===== src/rtl/xmem_pkg.sv =====
package xmem_pkg;

    typedef enum logic [2:0] {
        ST_IDLE      = 3'd0,
        ST_FETCH_INT = 3'd1,
        ST_FETCH_EXT = 3'd2,
        ST_DATA_A    = 3'd3,
        ST_DATA_B    = 3'd4
    } bus_state_t;

endpackage


===== src/rtl/xmem_phase_ctr.sv =====
module xmem_phase_ctr #(
    parameter int CYC_LEN = 6,
    localparam int PH_W   = $clog2(CYC_LEN)
) (
    input  logic            clk,
    input  logic            rst,
    output logic [PH_W-1:0] phase,
    output logic            last
);

    localparam logic [PH_W-1:0] P_LAST = PH_W'(CYC_LEN - 1);

    assign last = (phase == P_LAST);

    always_ff @(posedge clk) begin
        if (rst) begin
            phase <= '0;
        end else if (last) begin
            phase <= '0;
        end else begin
            phase <= phase + 1'b1;
        end
    end

    // the phase never leaves its range
    a_r1_phase_range: assert property (@(posedge clk) disable iff (rst)
        phase <= P_LAST);

endmodule


===== src/rtl/xmem_route.sv =====
module xmem_route #(
    parameter int              ADDR_W  = 16,
    parameter logic [ADDR_W-1:0] INT_TOP = 'h0FFF
) (
    input  logic              int_code_en,
    input  logic [ADDR_W-1:0] addr,
    output logic              go_ext
);

    always_comb begin
        go_ext = !int_code_en || (addr > INT_TOP);
    end

endmodule


===== src/rtl/xmem_seq_fsm.sv =====
module xmem_seq_fsm
    import xmem_pkg::*;
#(
    parameter int ADDR_W  = 16,
    parameter int DATA_W  = 8,
    parameter int CYC_LEN = 6,
    parameter int ALE_LEN = 2,
    localparam int PH_W   = $clog2(CYC_LEN)
) (
    input  logic                     clk,
    input  logic                     rst,
    input  logic [PH_W-1:0]          phase,
    input  logic                     last,
    input  logic                     fetch_req,
    input  logic [ADDR_W-1:0]        fetch_addr,
    input  logic                     fetch_ext,
    input  logic                     data_req,
    input  logic                     data_we,
    input  logic [ADDR_W-1:0]        data_addr,
    input  logic [DATA_W-1:0]        data_wdata,
    input  logic [DATA_W-1:0]        ad_in,
    output logic                     fetch_ack,
    output logic                     data_ack,
    output logic                     route_int,
    output logic [DATA_W-1:0]        rdata,
    output logic                     rdata_valid,
    output logic [DATA_W-1:0]        ad_out,
    output logic                     ad_oe,
    output logic [ADDR_W-DATA_W-1:0] addr_hi,
    output logic                     ale,
    output logic                     psen_n,
    output logic                     rd_n,
    output logic                     wr_n
);

    localparam logic [PH_W-1:0] P_ALE_END   = PH_W'(ALE_LEN);
    localparam logic [PH_W-1:0] P_STB_FIRST = PH_W'(ALE_LEN + 1);
    localparam logic [PH_W-1:0] P_STB_LAST  = PH_W'(CYC_LEN - 2);

    bus_state_t          state_q;
    bus_state_t          state_d;
    logic [ADDR_W-1:0]   addr_q;
    logic                we_q;
    logic [DATA_W-1:0]   wdata_q;
    logic [DATA_W-1:0]   rdata_q;
    logic                rvalid_q;
    logic                accept;
    logic                ale_win;
    logic                addr_win;
    logic                stb_win;
    logic                tail_win;

    // Request acceptance: only at the end of a cycle that may finish
    assign accept    = last && (state_q != ST_DATA_A) && !rst;
    assign data_ack  = accept && data_req;
    assign fetch_ack = accept && fetch_req && !data_req;

    // Next-state choice
    always_comb begin
        state_d = state_q;
        if (last) begin
            unique case (state_q)
                ST_DATA_A: state_d = ST_DATA_B;
                ST_IDLE, ST_FETCH_INT, ST_FETCH_EXT, ST_DATA_B: begin
                    if (data_req) begin
                        state_d = ST_DATA_A;
                    end else if (fetch_req) begin
                        state_d = fetch_ext ? ST_FETCH_EXT : ST_FETCH_INT;
                    end else begin
                        state_d = ST_IDLE;
                    end
                end
                default: state_d = ST_IDLE;
            endcase
        end
    end

    // State register and request latch
    always_ff @(posedge clk) begin
        if (rst) begin
            state_q <= ST_IDLE;
            addr_q  <= '0;
            we_q    <= 1'b0;
            wdata_q <= '0;
        end else begin
            state_q <= state_d;
            if (data_ack) begin
                addr_q  <= data_addr;
                we_q    <= data_we;
                wdata_q <= data_wdata;
            end else if (fetch_ack) begin
                addr_q  <= fetch_addr;
                we_q    <= 1'b0;
            end
        end
    end

    // Read capture
    always_ff @(posedge clk) begin
        if (rst) begin
            rdata_q  <= '0;
            rvalid_q <= 1'b0;
        end else begin
            rvalid_q <= 1'b0;
            if ((phase == P_STB_LAST) &&
                ((state_q == ST_FETCH_EXT) || ((state_q == ST_DATA_B) && !we_q))) begin
                rdata_q  <= ad_in;
                rvalid_q <= 1'b1;
            end
        end
    end

    assign rdata       = rdata_q;
    assign rdata_valid = rvalid_q;
    assign addr_hi     = addr_q[ADDR_W-1:DATA_W];

    assign ale_win  = (phase <  P_ALE_END);
    assign addr_win = (phase <= P_ALE_END);
    assign stb_win  = (phase >= P_STB_FIRST) && (phase <= P_STB_LAST);
    assign tail_win = (phase >= P_STB_FIRST);

    // Pin outputs
    always_comb begin
        ale       = 1'b0;
        psen_n    = 1'b1;
        rd_n      = 1'b1;
        wr_n      = 1'b1;
        ad_oe     = 1'b0;
        ad_out    = '0;
        route_int = 1'b0;
        if (!rst) begin
            unique case (state_q)
                ST_IDLE: begin
                    ale = ale_win;
                end
                ST_FETCH_INT: begin
                    ale       = ale_win;
                    route_int = 1'b1;
                end
                ST_FETCH_EXT: begin
                    ale = ale_win;
                    if (addr_win) begin
                        ad_oe  = 1'b1;
                        ad_out = addr_q[DATA_W-1:0];
                    end
                    psen_n = !stb_win;
                end
                ST_DATA_A: begin
                    ale = ale_win;
                    if (addr_win) begin
                        ad_oe  = 1'b1;
                        ad_out = addr_q[DATA_W-1:0];
                    end else if (tail_win) begin
                        if (we_q) begin
                            wr_n   = 1'b0;
                            ad_oe  = 1'b1;
                            ad_out = wdata_q;
                        end else begin
                            rd_n = 1'b0;
                        end
                    end
                end
                ST_DATA_B: begin
                    if (we_q) begin
                        wr_n   = !(phase <= P_STB_LAST);
                        ad_oe  = 1'b1;
                        ad_out = wdata_q;
                    end else begin
                        rd_n = !(phase <= P_STB_LAST);
                    end
                end
                default: begin
                    ale = 1'b0;
                end
            endcase
        end
    end

    // one strobe at a time
    a_r11_one_strobe: assert property (@(posedge clk) disable iff (rst)
        $countones({!psen_n, !rd_n, !wr_n}) <= 1);

    // the port drives while the write strobe is low
    a_r7_write_drives: assert property (@(posedge clk) disable iff (rst)
        !wr_n |-> ad_oe);

    // the port is released while the read strobe is low
    a_r6_read_released: assert property (@(posedge clk) disable iff (rst)
        !rd_n |-> !ad_oe);

    // the low address byte holds across the latch strobe's falling edge
    a_r4_addr_hold: assert property (@(posedge clk) disable iff (rst)
        ($fell(ale) && $past(ad_oe)) |-> (ad_oe && $stable(ad_out)));

    // an internal fetch touches no external pin
    a_r3_int_quiet: assert property (@(posedge clk) disable iff (rst)
        route_int |-> (psen_n && !ad_oe));

    // returned data appears only in the last phase
    a_r5_valid_phase: assert property (@(posedge clk) disable iff (rst)
        rdata_valid |-> last);

    // never two acknowledges together
    a_r8_single_ack: assert property (@(posedge clk) disable iff (rst)
        !(fetch_ack && data_ack));

endmodule


===== src/rtl/xmem_bus_seq.sv =====
module xmem_bus_seq #(
    parameter int ADDR_W  = 16,
    parameter int DATA_W  = 8,
    parameter int CYC_LEN = 6,
    parameter int ALE_LEN = 2,
    parameter logic [ADDR_W-1:0] INT_TOP = 'h0FFF
) (
    input  logic                     clk,
    input  logic                     rst,
    input  logic                     int_code_en,
    input  logic                     fetch_req,
    input  logic [ADDR_W-1:0]        fetch_addr,
    input  logic                     data_req,
    input  logic                     data_we,
    input  logic [ADDR_W-1:0]        data_addr,
    input  logic [DATA_W-1:0]        data_wdata,
    output logic                     fetch_ack,
    output logic                     data_ack,
    output logic                     route_int,
    output logic [DATA_W-1:0]        rdata,
    output logic                     rdata_valid,
    input  logic [DATA_W-1:0]        ad_in,
    output logic [DATA_W-1:0]        ad_out,
    output logic                     ad_oe,
    output logic [ADDR_W-DATA_W-1:0] addr_hi,
    output logic                     ale,
    output logic                     psen_n,
    output logic                     rd_n,
    output logic                     wr_n
);

    localparam int PH_W  = $clog2(CYC_LEN);
    localparam int GAP_W = $clog2(2 * CYC_LEN + 2);

    logic [PH_W-1:0] phase;
    logic            last;
    logic            fetch_ext;

    xmem_phase_ctr #(.CYC_LEN(CYC_LEN)) u_phase (
        .clk   (clk),
        .rst   (rst),
        .phase (phase),
        .last  (last)
    );

    xmem_route #(.ADDR_W(ADDR_W), .INT_TOP(INT_TOP)) u_route (
        .int_code_en (int_code_en),
        .addr        (fetch_addr),
        .go_ext      (fetch_ext)
    );

    xmem_seq_fsm #(
        .ADDR_W  (ADDR_W),
        .DATA_W  (DATA_W),
        .CYC_LEN (CYC_LEN),
        .ALE_LEN (ALE_LEN)
    ) u_fsm (
        .clk         (clk),
        .rst         (rst),
        .phase       (phase),
        .last        (last),
        .fetch_req   (fetch_req),
        .fetch_addr  (fetch_addr),
        .fetch_ext   (fetch_ext),
        .data_req    (data_req),
        .data_we     (data_we),
        .data_addr   (data_addr),
        .data_wdata  (data_wdata),
        .ad_in       (ad_in),
        .fetch_ack   (fetch_ack),
        .data_ack    (data_ack),
        .route_int   (route_int),
        .rdata       (rdata),
        .rdata_valid (rdata_valid),
        .ad_out      (ad_out),
        .ad_oe       (ad_oe),
        .addr_hi     (addr_hi),
        .ale         (ale),
        .psen_n      (psen_n),
        .rd_n        (rd_n),
        .wr_n        (wr_n)
    );

    // Latch-strobe spacing monitor
    logic             ale_d;
    logic             seen_rise;
    logic [GAP_W-1:0] gap;
    logic             ale_rise;

    assign ale_rise = ale && !ale_d;

    always_ff @(posedge clk) begin
        if (rst) begin
            ale_d     <= 1'b0;
            seen_rise <= 1'b0;
            gap       <= '0;
        end else begin
            ale_d <= ale;
            if (ale_rise) begin
                seen_rise <= 1'b1;
                gap       <= GAP_W'(1);
            end else if (gap != {GAP_W{1'b1}}) begin
                gap <= gap + 1'b1;
            end
        end
    end

    // rising edges 6 clocks apart, or 12 across a data access
    a_r2_ale_gap: assert property (@(posedge clk) disable iff (rst)
        (seen_rise && ale_rise) |-> ((gap == GAP_W'(CYC_LEN)) || (gap == GAP_W'(2 * CYC_LEN))));

endmodule


===== config.mk =====
export PLATFORM = sky130hd
export DESIGN_NAME = xmem_bus_seq
export DESIGN_NICKNAME = d
export VERILOG_FILES = /design/src/rtl/xmem_pkg.sv /design/src/rtl/xmem_phase_ctr.sv /design/src/rtl/xmem_route.sv /design/src/rtl/xmem_seq_fsm.sv /design/src/rtl/xmem_bus_seq.sv
export SDC_FILE = /design/constraint.sdc
export NUM_CORES = 1
export LEC_CHECK = 0
export BUFFER_PORTS_ARGS = -buffer_cell sky130_fd_sc_hd__buf_2
export CAP_MARGIN = 20
export CORE_UTILIZATION = 40
export DETAILED_ROUTE_END_ITERATION = 10
export PLACE_DENSITY = 0.68
export REMOVE_ABC_BUFFERS = 1
export SLEW_MARGIN = 20
export SYNTH_ARGS = -nofsm -noshare
export SYNTH_HDL_FRONTEND = slang
export SYNTH_SLANG_ARGS = --single-unit

===== constraint.sdc =====
create_clock -name clk -period 3.7 [get_ports clk]
set_clock_uncertainty 0.15 [all_clocks]
set_input_delay 0 -clock clk [delete_from_list [all_inputs] [get_ports clk]]
set_output_delay 0 -clock clk [all_outputs]
set_load 0.005 [all_outputs]

==> impl_results.md <==
- CP delay by family, top: buffers and inverters
- Final WL: 6040 um
- Clock power frac: approximately 36%
- Warnings, synthesis: 0
- Pre-Repair DR Iteration Count: 4
- Placed cell area: 0.00255 mm2
- Port-buffer cells: 86
- Ys async rst share: 0%
- CP Cell Sequence: inv_2, ha_1, and3b_2, nand3_4, clkinv_2, nand2_1, a311oi_2, dlygate4sd3_1
- GR Util met3: under 10%
- Worst Path Arrival: about 2900 ps
- Worst stage delay on the critical path: roughly 600 ps
- CP required: 3730 ps
- IO Count: 87
- Hold Crit Start: rst
- Die area: 0.00579 mm2
- Initial drt markers: between 100 and 150
- Critical Path Start: u_phase.phase[1]
- Hold WC Path Type: primary input to flop
- Core area: ~0.0052 mm2
- GR Layer Usage met2: 41.1%
- CP startpoint kind: flop
- Initial antenna violation count: 0
- Cell taking the most area after synthesis: dfxtp_1
- Fin crit share: around four fifths
- Slew @ Worst Pin: between 1000 and 1500 ps
- CP Buf/Inv Count: 3
- Cell count after synthesis: approximately 270
- Worst-path maximum fanout: 26
- PostCTS Resize Cnt: 0
- Post-synth EDFFs: 0
- Clock Tree Buf Depth: 2
- Worst-path clk slew: approximately 80 ps
- Busiest grt layer: met2
- DR DRC count: 0
- Leak Pwr: ~1.5 nW
- TNS Setup: 0 ps
- Synth top area cells: dfxtp_1 (36%), nand2_1 (11%), a311oi_2 (6.8%)
- RR Startpoint: u_phase.phase[1]
- Syn_area_per_cell: around 8.3 um2
- Die height: 76.1 um
- Unrepaired setup endpoints after global routing: no
- Nets: approximately 440
- Synth cell types: 40
- Psw: approximately 0.00022 W
- Row count: 26
- Area growth, synth to finish: 44.8%
- Post-synthesis register bit count: 40
- Power Internal: 0.000654 W
- Top-count cell post-synth: nand2_1
- CTS H-tree depth: 2
- Max VDD drop: between 0.0001 and 0.00015 V
- Final setup viols: 0
- CP max stage cell: dlygate4sd3_1
- CTS Sinks: 40
- Crit. End Element: flop
- Mapped Area: around 0.0022 mm2
- Cts-stage hold buffer count: 53
- Fraction of layout cells with a size suffix above 1: between 20% and 30%
- Vias in the first global route: 2,273
- CTS tree: yes
- Fillers: 481
- Fin. Hold Viols: 0
- Worst slew margin: between 30% and 40%
- Gr usage total: a little over a fifth
- Sw Ratio: 25.2%
- Pwr Density: approximately 270 mW/mm2
- Crit path kind: flop to flop
- Antenna cell count: 0
- Post-route design area: 0.00318 mm2
- First-pass GRT wire length: 10,200 um
- Fin. max-slew vios: 0
- Peak Freq: 345 MHz
- Avg Vias per Cell: 5.02
- Max Cap Viol: 0
- GRT met1 Usage: 24.9%
- Post-synth top area share: 36.5%
- Dpl hpwl: 3520 um
- Power share of the combinational group: between 10% and 20%
- Largest net degree at the start of global routing: 45
- Setup repair bufs after CTS: 0
- Synth Flop Type: dfxtp_1
- Gp weighted congestion: 0.780
- Final min period: between 2000 and 3000 ps
- Die width: between 70 and 80 um
- ANT nets after route: 0
- Commonest cells in the netlist: nand2_1 (62), dfxtp_1 (40), nor2_1 (32)
- DR WL/cell: about 13 um
- Status: finished clean
- Sequential Power Share: between 50% and 60%
- CTS Root Cell: clkbuf_8
- Congestion Overflow GR: 0
- Sequential share of the synthesized area: approximately 36%
- Vias: 2,284
- Cts bufs inserted: 5
- Clock latency on the worst-skew pair: 290 ps
- Initial Util: between 40 and 50%
## tightest hold or removal path, stage by stage
cell	delay [ps]
buf_2	100
buf_4	270
nor2_1	140
## layout by cell type, fill, tap and decap left out, types with 4 or more instances in the layout
master	n
buf_2	86
nand2_1	62
dlygate4sd3_1	53
dfxtp_1	40
nor2_1	32
nand3_1	10
a311oi_2	10
a31oi_1	9
nand3b_1	9
nand4_1	8
mux2i_1	8
a311oi_1	7
clkbuf_8	6
a21oi_1	5
o21ai_0	4
ha_1	4
## logic make-up after synthesis
family | synth area share [%]
buffers and inverters | 8.83
AO/OA/AOI/OAI | 17.9
AND/OR/NAND/NOR | 30.8
adder cells (fa/ha/maj) | 2.28
multiplexers | 3.65
flip-flops | 36.5
## metrics by stage
step | hold slack [ps] | setup WS, ps | power [W] | utilization (%) | instances
detailed placement | 40.8 | 1360 | 0.000538 | 49.0 | 394
finish | 109 | 800 | 0.000874 | 61.1 | 455
global placement | 42.6 | 1460 | 0.000537 | 49.0 | 394
CTS | 101 | 832 | 0.000878 | 61.1 | 455
floorplan | -116 | 1490 | 0.000489 | - | 236
global route | 115 | 622 | 0.000912 | 61.1 | 455
## state kept, by name (all words and copies together) (netlist names)
| signal | count |
|---|---|
| u_fsm.rdata | 8 |
| u_fsm.state_q | 3 |
| u_fsm.wdata_q | 8 |
| u_fsm.addr_q | 16 |
| u_fsm.rdata_valid | 1 |
| u_phase.phase | 3 |
| u_fsm.we_q | 1 |
## cell type report
class	instances	area [um2]	area share, %
Clock buffer	6	82.6	2.60
Clock inverter	2	15.0	0.472
Inverter	4	16.3	0.512
Multi-Input combinational cell	192	1200	37.8
Sequential cell	40	801	25.2
Tap cell	70	87.6	2.75
Timing Repair Buffer	141	976	30.7
## per-layer routing
| metal | part of all wire (%) | vias to the layer above | routed length, um |
|---|---|---|---|
| li1 | - | 1160 | - |
| met4 | 1.1 | 0 | 69 |
| met2 | 51 | 76 | 3060 |
| met3 | 5.1 | 7 | 310 |
| met5 | 0 | - | 0 |
| met1 | 43 | 1041 | 2600 |
## power groups by stage
stage	Combinational [W]	Clock, W	Sequential [W]
after floorplan	0.0000362	0	0.000453
after global placement	0.0000824	0	0.000455
after detailed placement	0.0000830	0	0.000455
after CTS	0.000116	0.000317	0.000445
after global routing	0.000129	0.000337	0.000446
final	0.000117	0.000312	0.000445
## worst paths after layout
check                           to  slack, ps  cells past startpoint
hold reg to reg   u_fsm.wdata_q[6]        350                      2
hold / removal      u_fsm.rdata[3]        110                      3
setup / recovery   u_fsm.addr_q[5]        800                      8
setup reg to reg   u_fsm.addr_q[5]        800                      8
(Power assumes the default switching activity.)
